$ cat config.mk
export PLATFORM = sky130hd
export DESIGN_NAME = ipi_dest_resolver
export DESIGN_NICKNAME = d
export VERILOG_FILES = /design/src/rtl/ipi_res_pkg.sv /design/src/rtl/ipi_cmd_decode.sv /design/src/rtl/ipi_agent_match.sv /design/src/rtl/ipi_lowest_pick.sv /design/src/rtl/ipi_dest_resolver.sv
export SDC_FILE = /design/constraint.sdc
export NUM_CORES = 1
export LEC_CHECK = 0
export ABC_AREA = 1
export ABC_CLOCK_PERIOD_IN_PS = 800
export BUFFER_PORTS_ARGS = -buffer_cell sky130_fd_sc_hd__buf_2
export CAP_MARGIN = 20
export CORE_UTILIZATION = 41
export CTS_BUF_LIST = sky130_fd_sc_hd__clkbuf_4
export DETAILED_ROUTE_END_ITERATION = 12
export PLACE_DENSITY_LB_ADDON = 0.1
export SLEW_MARGIN = 5
export SYNTH_ARGS = -nofsm -noshare
export SYNTH_HDL_FRONTEND = slang
export SYNTH_SLANG_ARGS = --single-unit
$ cat constraint.sdc
create_clock -name clk -period 0.8 [get_ports clk]
set_input_delay 0.16 -clock clk [delete_from_list [all_inputs] [get_ports clk]]
set_output_delay 0.16 -clock clk [all_outputs]
set_load 0.05 [all_outputs]
$ cat src/rtl/ipi_res_pkg.sv
package ipi_res_pkg;

  typedef enum logic [1:0] {
    SH_DEST   = 2'd0,
    SH_SELF   = 2'd1,
    SH_ALL    = 2'd2,
    SH_OTHERS = 2'd3
  } shorthand_e;

  localparam logic [2:0] DM_FIXED  = 3'd0;
  localparam logic [2:0] DM_LOWEST = 3'd1;
  localparam logic [2:0] DM_INIT   = 3'd5;

  localparam logic [3:0] FMT_CLUSTER = 4'h0;
  localparam logic [3:0] FMT_FLAT    = 4'hF;

  typedef struct packed {
    logic [7:0] vector;
    logic [2:0] mode;
    logic       logical;
    logic       level;
    logic       trig;
    shorthand_e sh;
  } ipi_cmd_t;

endpackage

$ cat src/rtl/ipi_cmd_decode.sv
module ipi_cmd_decode
  import ipi_res_pkg::*;
(
  input  logic [31:0] word,
  output ipi_cmd_t    cmd,
  output logic        resync
);

  logic unused_word_bits;

  always_comb begin
    cmd.vector  = word[7:0];
    cmd.mode    = word[10:8];
    cmd.logical = word[11];
    cmd.level   = word[14];
    cmd.trig    = word[15];
    cmd.sh      = shorthand_e'(word[19:18]);
    resync      = (word[10:8] == DM_INIT) && !word[14] && word[15];
  end

  assign unused_word_bits = ^{word[31:20], word[17:16], word[13:12]};

endmodule

$ cat src/rtl/ipi_agent_match.sv
module ipi_agent_match
  import ipi_res_pkg::*;
#(
  parameter int N_AGENTS = 4,
  parameter int ID_W     = 8
) (
  input  ipi_cmd_t                   cmd,
  input  logic [ID_W-1:0]            dest,
  input  logic [ID_W-1:0]            self_id,
  input  logic [N_AGENTS*ID_W-1:0]   ids,
  input  logic [N_AGENTS*ID_W-1:0]   ldrs,
  input  logic [N_AGENTS*4-1:0]      fmts,
  output logic [N_AGENTS-1:0]        cand
);

  localparam int HALF = ID_W / 2;

  logic dest_all;
  assign dest_all = (dest == {ID_W{1'b1}});

  for (genvar i = 0; i < N_AGENTS; i++) begin : g_agent
    logic [ID_W-1:0] id_i;
    logic [ID_W-1:0] ldr_i;
    logic [3:0]      fmt_i;
    logic            flat_hit;
    logic            clus_hit;
    logic            log_hit;
    logic            phys_hit;

    assign id_i  = ids[i*ID_W +: ID_W];
    assign ldr_i = ldrs[i*ID_W +: ID_W];
    assign fmt_i = fmts[i*4 +: 4];

    always_comb begin
      flat_hit = |(dest & ldr_i);
      clus_hit = dest_all ||
                 ((dest[ID_W-1:HALF] == ldr_i[ID_W-1:HALF]) &&
                  (|(dest[HALF-1:0] & ldr_i[HALF-1:0])));
      case (fmt_i)
        FMT_FLAT:    log_hit = flat_hit;
        FMT_CLUSTER: log_hit = clus_hit;
        default:     log_hit = 1'b0;
      endcase
      phys_hit = dest_all || (id_i == dest);

      case (cmd.sh)
        SH_DEST: begin
          if (cmd.logical)                cand[i] = log_hit;
          else if (cmd.mode == DM_LOWEST) cand[i] = 1'b0;
          else                            cand[i] = phys_hit;
        end
        SH_SELF:   cand[i] = (id_i == self_id);
        SH_ALL:    cand[i] = 1'b1;
        SH_OTHERS: cand[i] = (id_i != self_id);
        default:   cand[i] = 1'b0;
      endcase
    end
  end

endmodule

$ cat src/rtl/ipi_lowest_pick.sv
module ipi_lowest_pick #(
  parameter int N_AGENTS = 4,
  parameter int PRIO_W   = 8
) (
  input  logic                       clk,
  input  logic                       rst_n,
  input  logic [N_AGENTS-1:0]        cand,
  input  logic [N_AGENTS-1:0]        focus_hit,
  input  logic [N_AGENTS-1:0]        focus_off,
  input  logic [N_AGENTS*PRIO_W-1:0] prio,
  output logic [N_AGENTS-1:0]        pick
);

  localparam int IDX_W = (N_AGENTS > 1) ? $clog2(N_AGENTS) : 1;

  logic [N_AGENTS-1:0] focus_cand;
  logic [N_AGENTS-1:0] focus_pick;
  logic [N_AGENTS-1:0] prio_pick;
  logic                prio_found;
  logic [PRIO_W-1:0]   prio_best;
  logic [IDX_W-1:0]    prio_idx;

  assign focus_cand = cand & focus_hit & ~focus_off;

  // lowest-indexed focus candidate
  always_comb begin
    focus_pick = '0;
    for (int i = N_AGENTS - 1; i >= 0; i--) begin
      if (focus_cand[i]) begin
        focus_pick    = '0;
        focus_pick[i] = 1'b1;
      end
    end
  end

  // smallest priority, strict compare keeps the lowest index on ties
  always_comb begin
    prio_found = 1'b0;
    prio_best  = '0;
    prio_idx   = '0;
    for (int i = 0; i < N_AGENTS; i++) begin
      if (cand[i] && (!prio_found || (prio[i*PRIO_W +: PRIO_W] < prio_best))) begin
        prio_found = 1'b1;
        prio_best  = prio[i*PRIO_W +: PRIO_W];
        prio_idx   = IDX_W'(i);
      end
    end
    prio_pick = '0;
    if (prio_found) prio_pick[prio_idx] = 1'b1;
  end

  assign pick = (|focus_cand) ? focus_pick : prio_pick;

  AST_PICK_SINGLE: assert property (@(posedge clk) disable iff (!rst_n)
    $onehot0(pick)) else $error("pick not single");
  AST_PICK_IN_SET: assert property (@(posedge clk) disable iff (!rst_n)
    (|cand) |-> ((pick & cand) != '0)) else $error("pick outside set");
  AST_FOCUS_WINS: assert property (@(posedge clk) disable iff (!rst_n)
    (|focus_cand) |-> ((pick & focus_cand) != '0)) else $error("focus lost");

endmodule

$ cat src/rtl/ipi_dest_resolver.sv
module ipi_dest_resolver
  import ipi_res_pkg::*;
#(
  parameter int N_AGENTS = 4,
  parameter int ID_W     = 8,
  parameter int PRIO_W   = 8
) (
  input  logic                       clk,
  input  logic                       rst_n,
  input  logic                       cmd_valid,
  input  logic [31:0]                cmd_word,
  input  logic [ID_W-1:0]            cmd_dest,
  input  logic [ID_W-1:0]            sender_id,
  input  logic [N_AGENTS*ID_W-1:0]   agent_id,
  input  logic [N_AGENTS*ID_W-1:0]   agent_ldr,
  input  logic [N_AGENTS*4-1:0]      agent_fmt,
  input  logic [N_AGENTS-1:0]        agent_focus_off,
  input  logic [N_AGENTS-1:0]        agent_focus_hit,
  input  logic [N_AGENTS*PRIO_W-1:0] agent_prio,
  output logic                       dlv_valid,
  output logic [N_AGENTS-1:0]        dlv_mask,
  output logic [2:0]                 dlv_mode,
  output logic [7:0]                 dlv_vector,
  output logic                       dlv_trig,
  output logic                       dlv_level,
  output logic                       send_err
);

  logic [1:0] rst_sync_q;
  logic       rst_n_s;

  always_ff @(posedge clk or negedge rst_n) begin
    if (!rst_n) rst_sync_q <= 2'b00;
    else        rst_sync_q <= {rst_sync_q[0], 1'b1};
  end
  assign rst_n_s = rst_sync_q[1];

  ipi_cmd_t            cmd;
  logic                resync;
  logic [N_AGENTS-1:0] cand;
  logic [N_AGENTS-1:0] pick;
  logic                use_pick;
  logic [N_AGENTS-1:0] mask_d;
  logic                err_d;

  ipi_cmd_decode u_decode (
    .word   (cmd_word),
    .cmd    (cmd),
    .resync (resync)
  );

  ipi_agent_match #(.N_AGENTS(N_AGENTS), .ID_W(ID_W)) u_match (
    .cmd     (cmd),
    .dest    (cmd_dest),
    .self_id (sender_id),
    .ids     (agent_id),
    .ldrs    (agent_ldr),
    .fmts    (agent_fmt),
    .cand    (cand)
  );

  ipi_lowest_pick #(.N_AGENTS(N_AGENTS), .PRIO_W(PRIO_W)) u_pick (
    .clk       (clk),
    .rst_n     (rst_n_s),
    .cand      (cand),
    .focus_hit (agent_focus_hit),
    .focus_off (agent_focus_off),
    .prio      (agent_prio),
    .pick      (pick)
  );

  // next-state
  always_comb begin
    use_pick = (cmd.mode == DM_LOWEST) && (cmd.sh != SH_SELF);
    if (resync)        mask_d = '0;
    else if (use_pick) mask_d = pick;
    else               mask_d = cand;
    err_d = !resync && (mask_d == '0);
  end

  // registers
  always_ff @(posedge clk or negedge rst_n_s) begin
    if (!rst_n_s) begin
      dlv_valid  <= 1'b0;
      dlv_mask   <= '0;
      dlv_mode   <= '0;
      dlv_vector <= '0;
      dlv_trig   <= 1'b0;
      dlv_level  <= 1'b0;
      send_err   <= 1'b0;
    end else begin
      dlv_valid <= cmd_valid;
      dlv_mask  <= cmd_valid ? mask_d : '0;
      if (cmd_valid) begin
        dlv_mode   <= cmd.mode;
        dlv_vector <= cmd.vector;
        dlv_trig   <= cmd.trig;
        dlv_level  <= cmd.level;
        send_err   <= err_d;
      end
    end
  end

  AST_IDLE_EMPTY: assert property (@(posedge clk) disable iff (!rst_n_s)
    !dlv_valid |-> (dlv_mask == '0)) else $error("mask while idle");
  AST_RESULT_NEXT: assert property (@(posedge clk) disable iff (!rst_n_s)
    cmd_valid |=> dlv_valid) else $error("result missing");
  AST_RESYNC_DROP: assert property (@(posedge clk) disable iff (!rst_n_s)
    (cmd_valid && resync) |=> (dlv_mask == '0 && !send_err))
    else $error("resync delivered");
  AST_PHYS_LOWEST_REJECT: assert property (@(posedge clk) disable iff (!rst_n_s)
    (cmd_valid && !resync && cmd.mode == DM_LOWEST && !cmd.logical && cmd.sh == SH_DEST)
      |=> (dlv_mask == '0 && send_err)) else $error("physical lowest");
  AST_ERR_HOLD: assert property (@(posedge clk) disable iff (!rst_n_s)
    !cmd_valid |=> $stable(send_err)) else $error("err moved");
  AST_ERR_CLEAR: assert property (@(posedge clk) disable iff (!rst_n_s)
    (dlv_valid && dlv_mask != '0) |-> !send_err) else $error("err with delivery");

endmodule

# Yosys cells after proc, flatten, opt, wreduce, memory -nomap -nowiden
# Index checks and enable logic that the tools add are counted.
# Widths: inputs -> output; s select.
[totals]
out_inout_bits = 19
reg_bits = 21
inputBits = 171
word_cells = 131
[op_classes]
reduce_logical = 43
n_bitwise = 11
magnitude_cmp = 5
eq_ne = 27
mux = 37
[ops]
columns = ["op", "count"]
rows = [
  ["$eq 8x8->1", 8],
  ["$mux 4", 9],
  ["$and 8x8->8", 4],
  ["$ne 8x8->1", 4],
  ["$reduce_or 8->1", 4],
  ["$and 4x4->4", 6],
  ["$lt 8x8->1", 3],
  ["$mux 8", 3],
  ["$logic_not 4->1", 5],
  ["$reduce_or 4->1", 5],
  ["$eq 4x4->1", 4],
  ["$eq 4x4->1 const B", 4],
  ["$pmux 1 s4", 4],
  ["$mux 1", 14],
  ["$logic_and 1x1->1", 12],
  ["$logic_or 1x1->1", 11],
  ["$eq 8x8->1 const B", 1],
  ["$pmux 1 s2", 4],
  ["$logic_not 1->1", 5],
  ["$eq 2x2->1 const B", 2],
  ["$mux 2", 2],
  ["$not 4->4", 1],
  ["$eq 3x1->1 const B", 1],
  ["$eq 3x3->1 const B", 1],
  ["6 further kinds", 6],
]

# Longest topological paths before layout
[depth]
depth_word = 30
depth_mapped = 54
ltp_nobuf = 51

# Modules after synthesis
# A second synthesis with hierarchy kept.
[hier_totals]
hier_cells = 649
hier_area_um2 = 3734.8
[modules_own_cells]
columns = ["mod", "area_each_um2", "instances", "cells_each", "seq_area_each_um2"]
rows = [
  ["ipi_agent_match", 1891.8, 1, 377, 0.0],
  ["ipi_dest_resolver", 852.1, 1, 95, 525.5],
  ["ipi_lowest_pick", 843.3, 1, 156, 0.0],
  ["ipi_cmd_decode", 147.6, 1, 21, 0.0],
]

# Worst setup path before layout
# No wires, ideal clock.
[synth_timing]
kind = "input port to flip-flop"
from = "input sender_id[3]"
to = "register send_err"
cell_stages = 43
t_required_ps = 676
setup_ps = 124
arrival_ps = 4701
slack_ps = -4024
path_cell_list = "clkbuf_1 > xnor2_1 > nand2_1 > nor3_1 > nand2_1 > nand2_1 > nand2_1 > inv_1 > nand2_1 > inv_2 > nand2_1 > ha_1 > a21oi_1 > nor2_1 > a211oi_1 > nand2_1 > nand2_2 > nand2_2 > (+7 left out) > nand2_1 > nand2_2 > nand2_4 > clkbuf_1 > o21ai_0 > ha_1 > a21oi_1 > nor2_1 > a211oi_1 > nand2_1 > nand2_1 > nand2_2 > nand2_1 > nand2_1 > nand2_1 > nand2_1 > nand3_2 > o21bai_2"
[synth_via]
elab_chain_len = 25
[synth_lines]
columns = ["item", "line_no", "source"]
rows = [
  ["start, declared", "ipi_dest_resolver.sv:13", "input logic [ID_W-1:0] sender_id,"],
  ["$ne 8x8->1 or $eq 8x8->1 (tied branches)", "ipi_agent_match.sv:54, ipi_agent_match.sv:52", ""],
  ["$pmux 1 s4", "ipi_agent_match.sv:46", "case (cmd.sh)"],
  ["$mux 8 or $mux 1 (tied branches)", "ipi_lowest_pick.sv:42", "if (cand[i] && (!prio_found || (prio[i*PRIO_W +: PRIO_W] < prio_best))) begin"],
  ["$lt 8x8->1 or $logic_not 1->1 (tied branches)", "ipi_lowest_pick.sv:42", ""],
  ["$logic_or 1x1->1", "ipi_lowest_pick.sv:42", ""],
  ["$logic_and 1x1->1", "ipi_lowest_pick.sv:42", ""],
  ["$mux 8 or $mux 1 (tied branches)", "ipi_lowest_pick.sv:42", ""],
  ["$lt 8x8->1 or $logic_not 1->1 (tied branches)", "ipi_lowest_pick.sv:42", ""],
  ["(+9 left out)", "n/a", ""],
  ["$mux 1 (implied by the code)", "ipi_lowest_pick.sv:49", "if (prio_found) prio_pick[prio_idx] = 1'b1;"],
  ["$demux 1 s2", "n/a", ""],
  ["$mux 4", "ipi_lowest_pick.sv:49", ""],
  ["$mux 4", "ipi_lowest_pick.sv:52", "assign pick = (|focus_cand) ? focus_pick : prio_pick;"],
  ["$mux 4 (*)", "ipi_dest_resolver.sv:76", "else if (use_pick) mask_d = pick;"],
  ["$mux 4 (*)", "ipi_dest_resolver.sv:75", "if (resync) mask_d = '0;"],
  ["$logic_not 4->1 (*)", "ipi_dest_resolver.sv:78", "err_d = !resync && (mask_d == '0);"],
  ["$logic_and 1x1->1 (*)", "ipi_dest_resolver.sv:78", ""],
  ["end signal, assigned", "ipi_dest_resolver.sv:99", "send_err <= err_d;"],
  ["end, declared", "ipi_dest_resolver.sv:26", "output logic send_err"],
]
# Mark *: on every way between the ends. The rest lies on a longest branch, timed or not.
# A chain may end at the register's enable or synchronous reset.

# Final worst setup path
[layout_timing]
from = "input agent_ldr[5]"
to = "register send_err"
[layout_via]
elab_chain_len = 29
[layout_lines]
columns = ["item", "line_no", "source"]
rows = [
  ["start, declared", "ipi_dest_resolver.sv:15", "input logic [N_AGENTS*ID_W-1:0] agent_ldr,"],
  ["$eq 4x4->1", "ipi_agent_match.sv:37", "((dest[ID_W-1:HALF] == ldr_i[ID_W-1:HALF]) &&"],
  ["$logic_and 1x1->1", "ipi_agent_match.sv:37", ""],
  ["$logic_or 1x1->1", "ipi_agent_match.sv:36", "clus_hit = dest_all ||"],
  ["$pmux 1 s2 (*)", "ipi_agent_match.sv:39", "case (fmt_i)"],
  ["$mux 1 (*)", "ipi_agent_match.sv:48", "if (cmd.logical) cand[i] = log_hit;"],
  ["$pmux 1 s4 (*)", "ipi_agent_match.sv:46", ""],
  ["$mux 8 or $mux 1 (tied branches)", "ipi_lowest_pick.sv:42", ""],
  ["$lt 8x8->1 or $logic_not 1->1 (tied branches)", "ipi_lowest_pick.sv:42", ""],
  ["(+13 left out)", "n/a", ""],
  ["$mux 1 (implied by the code)", "ipi_lowest_pick.sv:49", ""],
  ["$demux 1 s2", "n/a", ""],
  ["$mux 4", "ipi_lowest_pick.sv:49", ""],
  ["$mux 4", "ipi_lowest_pick.sv:52", ""],
  ["$mux 4 (*)", "ipi_dest_resolver.sv:76", ""],
  ["$mux 4 (*)", "ipi_dest_resolver.sv:75", ""],
  ["$logic_not 4->1 (*)", "ipi_dest_resolver.sv:78", ""],
  ["$logic_and 1x1->1 (*)", "ipi_dest_resolver.sv:78", ""],
]
# Marks and branches as above.

==> run summary <==
run status - finished, violations left
failing checks - setup timing
initial core utilization - 42.9%
Clock Pin Slew Worst Setup and Hold Paths - 0.12 ns
class of the most critical setup path - in -> reg
first element of the critical path - agent_ldr[5]
H-Tree Depth - 1
die area - 0.00807 mm^2
CTS Buffer Depth - 2
classification of the worst-slack hold path - in -> reg
Post-Layout Cell Count - 864
flip-flop cell with the highest count after synthesis - sky130_fd_sc_hd__dfrtp_1
unique cell type count in the Yosys netlist - 37
average size of a mapped cell - 6.38 um^2
DRC violation count after routing - 0
clock sink total - 21
most frequently used cell type in the post-synthesis netlist - sky130_fd_sc_hd__nand2_1
async set-reset flop share out of synthesis - 100%
Tcrit/Tclk final - 570%
number of synthesized register bits - 21
time the final worst path needs with I/O delays and setup - 4.56 ns
grt total ovfl - 0
startpoint type of the worst setup path - primary input
MaxCap Viol Count - 0
clock latency on the worst-skew pair - 0.30 ns
Post-Layout Inst Area - 0.00549 mm^2
Final Hold Viols - 0
Layout Nets - 974
CP max-delay cell - sky130_fd_sc_hd__ha_1
summed instance area of the synthesized netlist - 0.00316 mm^2
setup repair after global routing missed its margin - true
top cell types by occurrence after synthesis - sky130_fd_sc_hd__nand2_1 (183), sky130_fd_sc_hd__inv_1 (41), sky130_fd_sc_hd__ha_1 (37)
detailed-route wire length - 11.1 mm
Critical Path Most Common Cell - sky130_fd_sc_hd__nand2_1
HPWL reported at the end of detailed placement - 8.91 mm
number of flops mapped to enable cells by yosys - 0
routability congestion estimate from global placement - 0.865
number of DRC markers after the initial detailed-route iteration - 117
vias in the first global route - 4304
number of top-level pins - 190
required time of the critical path - 1.01 ns
clock tree from TritonCTS - yes
yosys synthesis warning count - 0
buffers added on ports - 173
setup violation total in the final timing report - 24
proportion of layout cells with a drive suffix above 1 - 48.1%
CP Data Arrival Time - 4.77 ns
delay of the slowest cell on the worst path - 0.29 ns
maximum VDD drop - 0.000622 V
initial antenna violation count - 0
post-placement cell count - 840
Total Neg Setup Slack - -22.87 ns
total placed instance area - 0.00489 mm^2
total CTS buffers - 3
multi-input logic area - 0.00279 mm^2
DR WL/cell - 12.9 um
Synthesized Nets - 704
maximum number of pins on one net before global-route repair - 20
wire length of the first global-routing pass - 18.0 mm
via/cell ratio - 4.94
die boundary width - 89.8 um
Max Fclk - 219 MHz
cell accounting for the most synthesized area - sky130_fd_sc_hd__nand2_1
number of diodes - 0
Area growth, synth to finish - 73.5%
cell types occupying the most area after synthesis - sky130_fd_sc_hd__nand2_1 (22%), sky130_fd_sc_hd__dfrtp_1 (17%), sky130_fd_sc_hd__ha_1 (15%)
startpoint of the most critical hold path - cmd_word[0]
Leakage Power - 2.92 nW
peak fanout along the critical path - 8
vias after detailed routing - 4267
Core Util, Final - 74.5%
power density over the cells - 1000 mW/mm^2
Syn Inst Count - 496
Sequential Area - 542 um^2
buffer cell driving the clock tree root - sky130_fd_sc_hd__clkbuf_4
Row Count - 31
Filler cells - 594
post-synth top area share - 21.7%
Post-DRT Antenna Nets - 0
Reg-to-Reg Start - send_err
detailed-routing iteration count for the pre-antenna-repair pass - 4
final worst setup slack - -3.76 ns
Slew Limit Fails - 0
Tot GR Track Use - 26.5%
Die Span Y - 89.8 um
post-synthesis sequential area ratio - 16.6%
Core Box Area - 0.00737 mm^2
worst clock skew on the final layout - 0.000536 ns
CP endpoint kind - flop
total design power - 0.00550 W
[registers in the layout (all words and copies together), names as in the netlist]
signal	cells
dlv_level	1
dlv_mask	4
dlv_mode	3
dlv_trig	1
dlv_valid	1
dlv_vector	8
rst_sync_q	2
send_err	1
[cell type report]
type / instances / area share (%)
Inverter: 46 / 3.28
Timing Repair inverter: 1 / 0.0684
Tap cell: 99 / 2.26
Clock inverter: 1 / 0.0912
Sequential cell: 21 / 9.87
Clock buffer: 3 / 0.410
Timing Repair Buffer: 271 / 33.2
Multi-Input combinational cell: 422 / 50.8
[worst max-delay path: cells and delay by family]
| kind | cells | cell delay [ns] |
|---|---|---|
| compound gates | 8 | 0.97 |
| fa+ha+maj | 4 | 1.01 |
| buf+inv | 3 | 0.28 |
| simple gates | 29 | 2.35 |
[power by group]
group          switching, W  internal [W]  total (W)
clock network      0.000327      0.000187   0.000514
logic               0.00199       0.00178    0.00377
registers         0.0000566       0.00116    0.00121
[routing by layer]
layer,vias up,global-route usage (%),routed length (um)
met5,-,0,0
met4,0,8.33,272
met3,22,4.15,551
met2,150,53.3,6010
met1,1922,27.5,4290
li1,2173,-,-
[final timing paths]
kind | end | slack [ns] | cells past startpoint
setup / recovery | send_err | -3.76 | 44
hold / removal | dlv_vector[0] | 0.04 | 3
setup reg to reg | send_err | 0.02 | 3
hold reg to reg | dlv_vector[4] | 0.20 | 1
max in group asynchronous | dlv_vector[5] | 0.40 | 1
min in group asynchronous | rst_sync_q[1] | 0.17 | 2
[kinds of logic after synthesis]
kind of cell / count (synthesis) / synth area share (%)
AOI/OAI and AO/OA: 62 / 12.1
xor gates and xnor gates: 45 / 12.5
adders and majority gates: 37 / 14.6
buffers and inverters: 55 / 6.65
DFF: 21 / 16.6
other: 1 / 0.119
and+or+nand+nor: 275 / 37.4
[timing repair]
| item | CTS | global route |
|---|---|---|
| setup endpoints to repair | 24 | 24 |
| hold endpoints to repair | 2 | 0 |
| gates cloned | 3 | 0 |
| buffers inserted | 14 | 3 |
| resized for setup | 70 | 51 |
| pin swaps | 14 | 12 |
| hold buffers | 1 | 0 |
[metrics by stage]
step	worst slack [ns]	hold slack, ns
after floorplan	-3.66	-0.136
after global placement	-3.98	-0.0549
after detailed placement	-4.12	-0.0524
after CTS	-3.54	0.0416
after global routing	-4.15	0.0297
final	-3.76	0.0434
[cells in the final DEF (no fill, tap or decap), types with 5 or more instances in the layout]
| cell type | n |
|---|---|
| sky130_fd_sc_hd__buf_4 | 95 |
| sky130_fd_sc_hd__o21ai_0 | 14 |
| sky130_fd_sc_hd__xor2_1 | 10 |
| sky130_fd_sc_hd__buf_2 | 143 |
| sky130_fd_sc_hd__inv_2 | 7 |
| sky130_fd_sc_hd__ha_4 | 9 |
| sky130_fd_sc_hd__or2_2 | 8 |
| sky130_fd_sc_hd__xnor2_1 | 31 |
| sky130_fd_sc_hd__nand2_1 | 168 |
| sky130_fd_sc_hd__nand2_2 | 18 |
| sky130_fd_sc_hd__nor2_1 | 23 |
| sky130_fd_sc_hd__nand4_1 | 7 |
| sky130_fd_sc_hd__nor4_1 | 12 |
| sky130_fd_sc_hd__buf_6 | 27 |
| sky130_fd_sc_hd__o21ai_1 | 5 |
| sky130_fd_sc_hd__dfrtp_2 | 13 |
| sky130_fd_sc_hd__a21oi_1 | 12 |
| sky130_fd_sc_hd__nand3_1 | 14 |
| sky130_fd_sc_hd__ha_1 | 26 |
| sky130_fd_sc_hd__dfrtp_1 | 8 |
| sky130_fd_sc_hd__inv_1 | 38 |
| sky130_fd_sc_hd__nand2_4 | 7 |
Power figures use the tool's default switching activity.
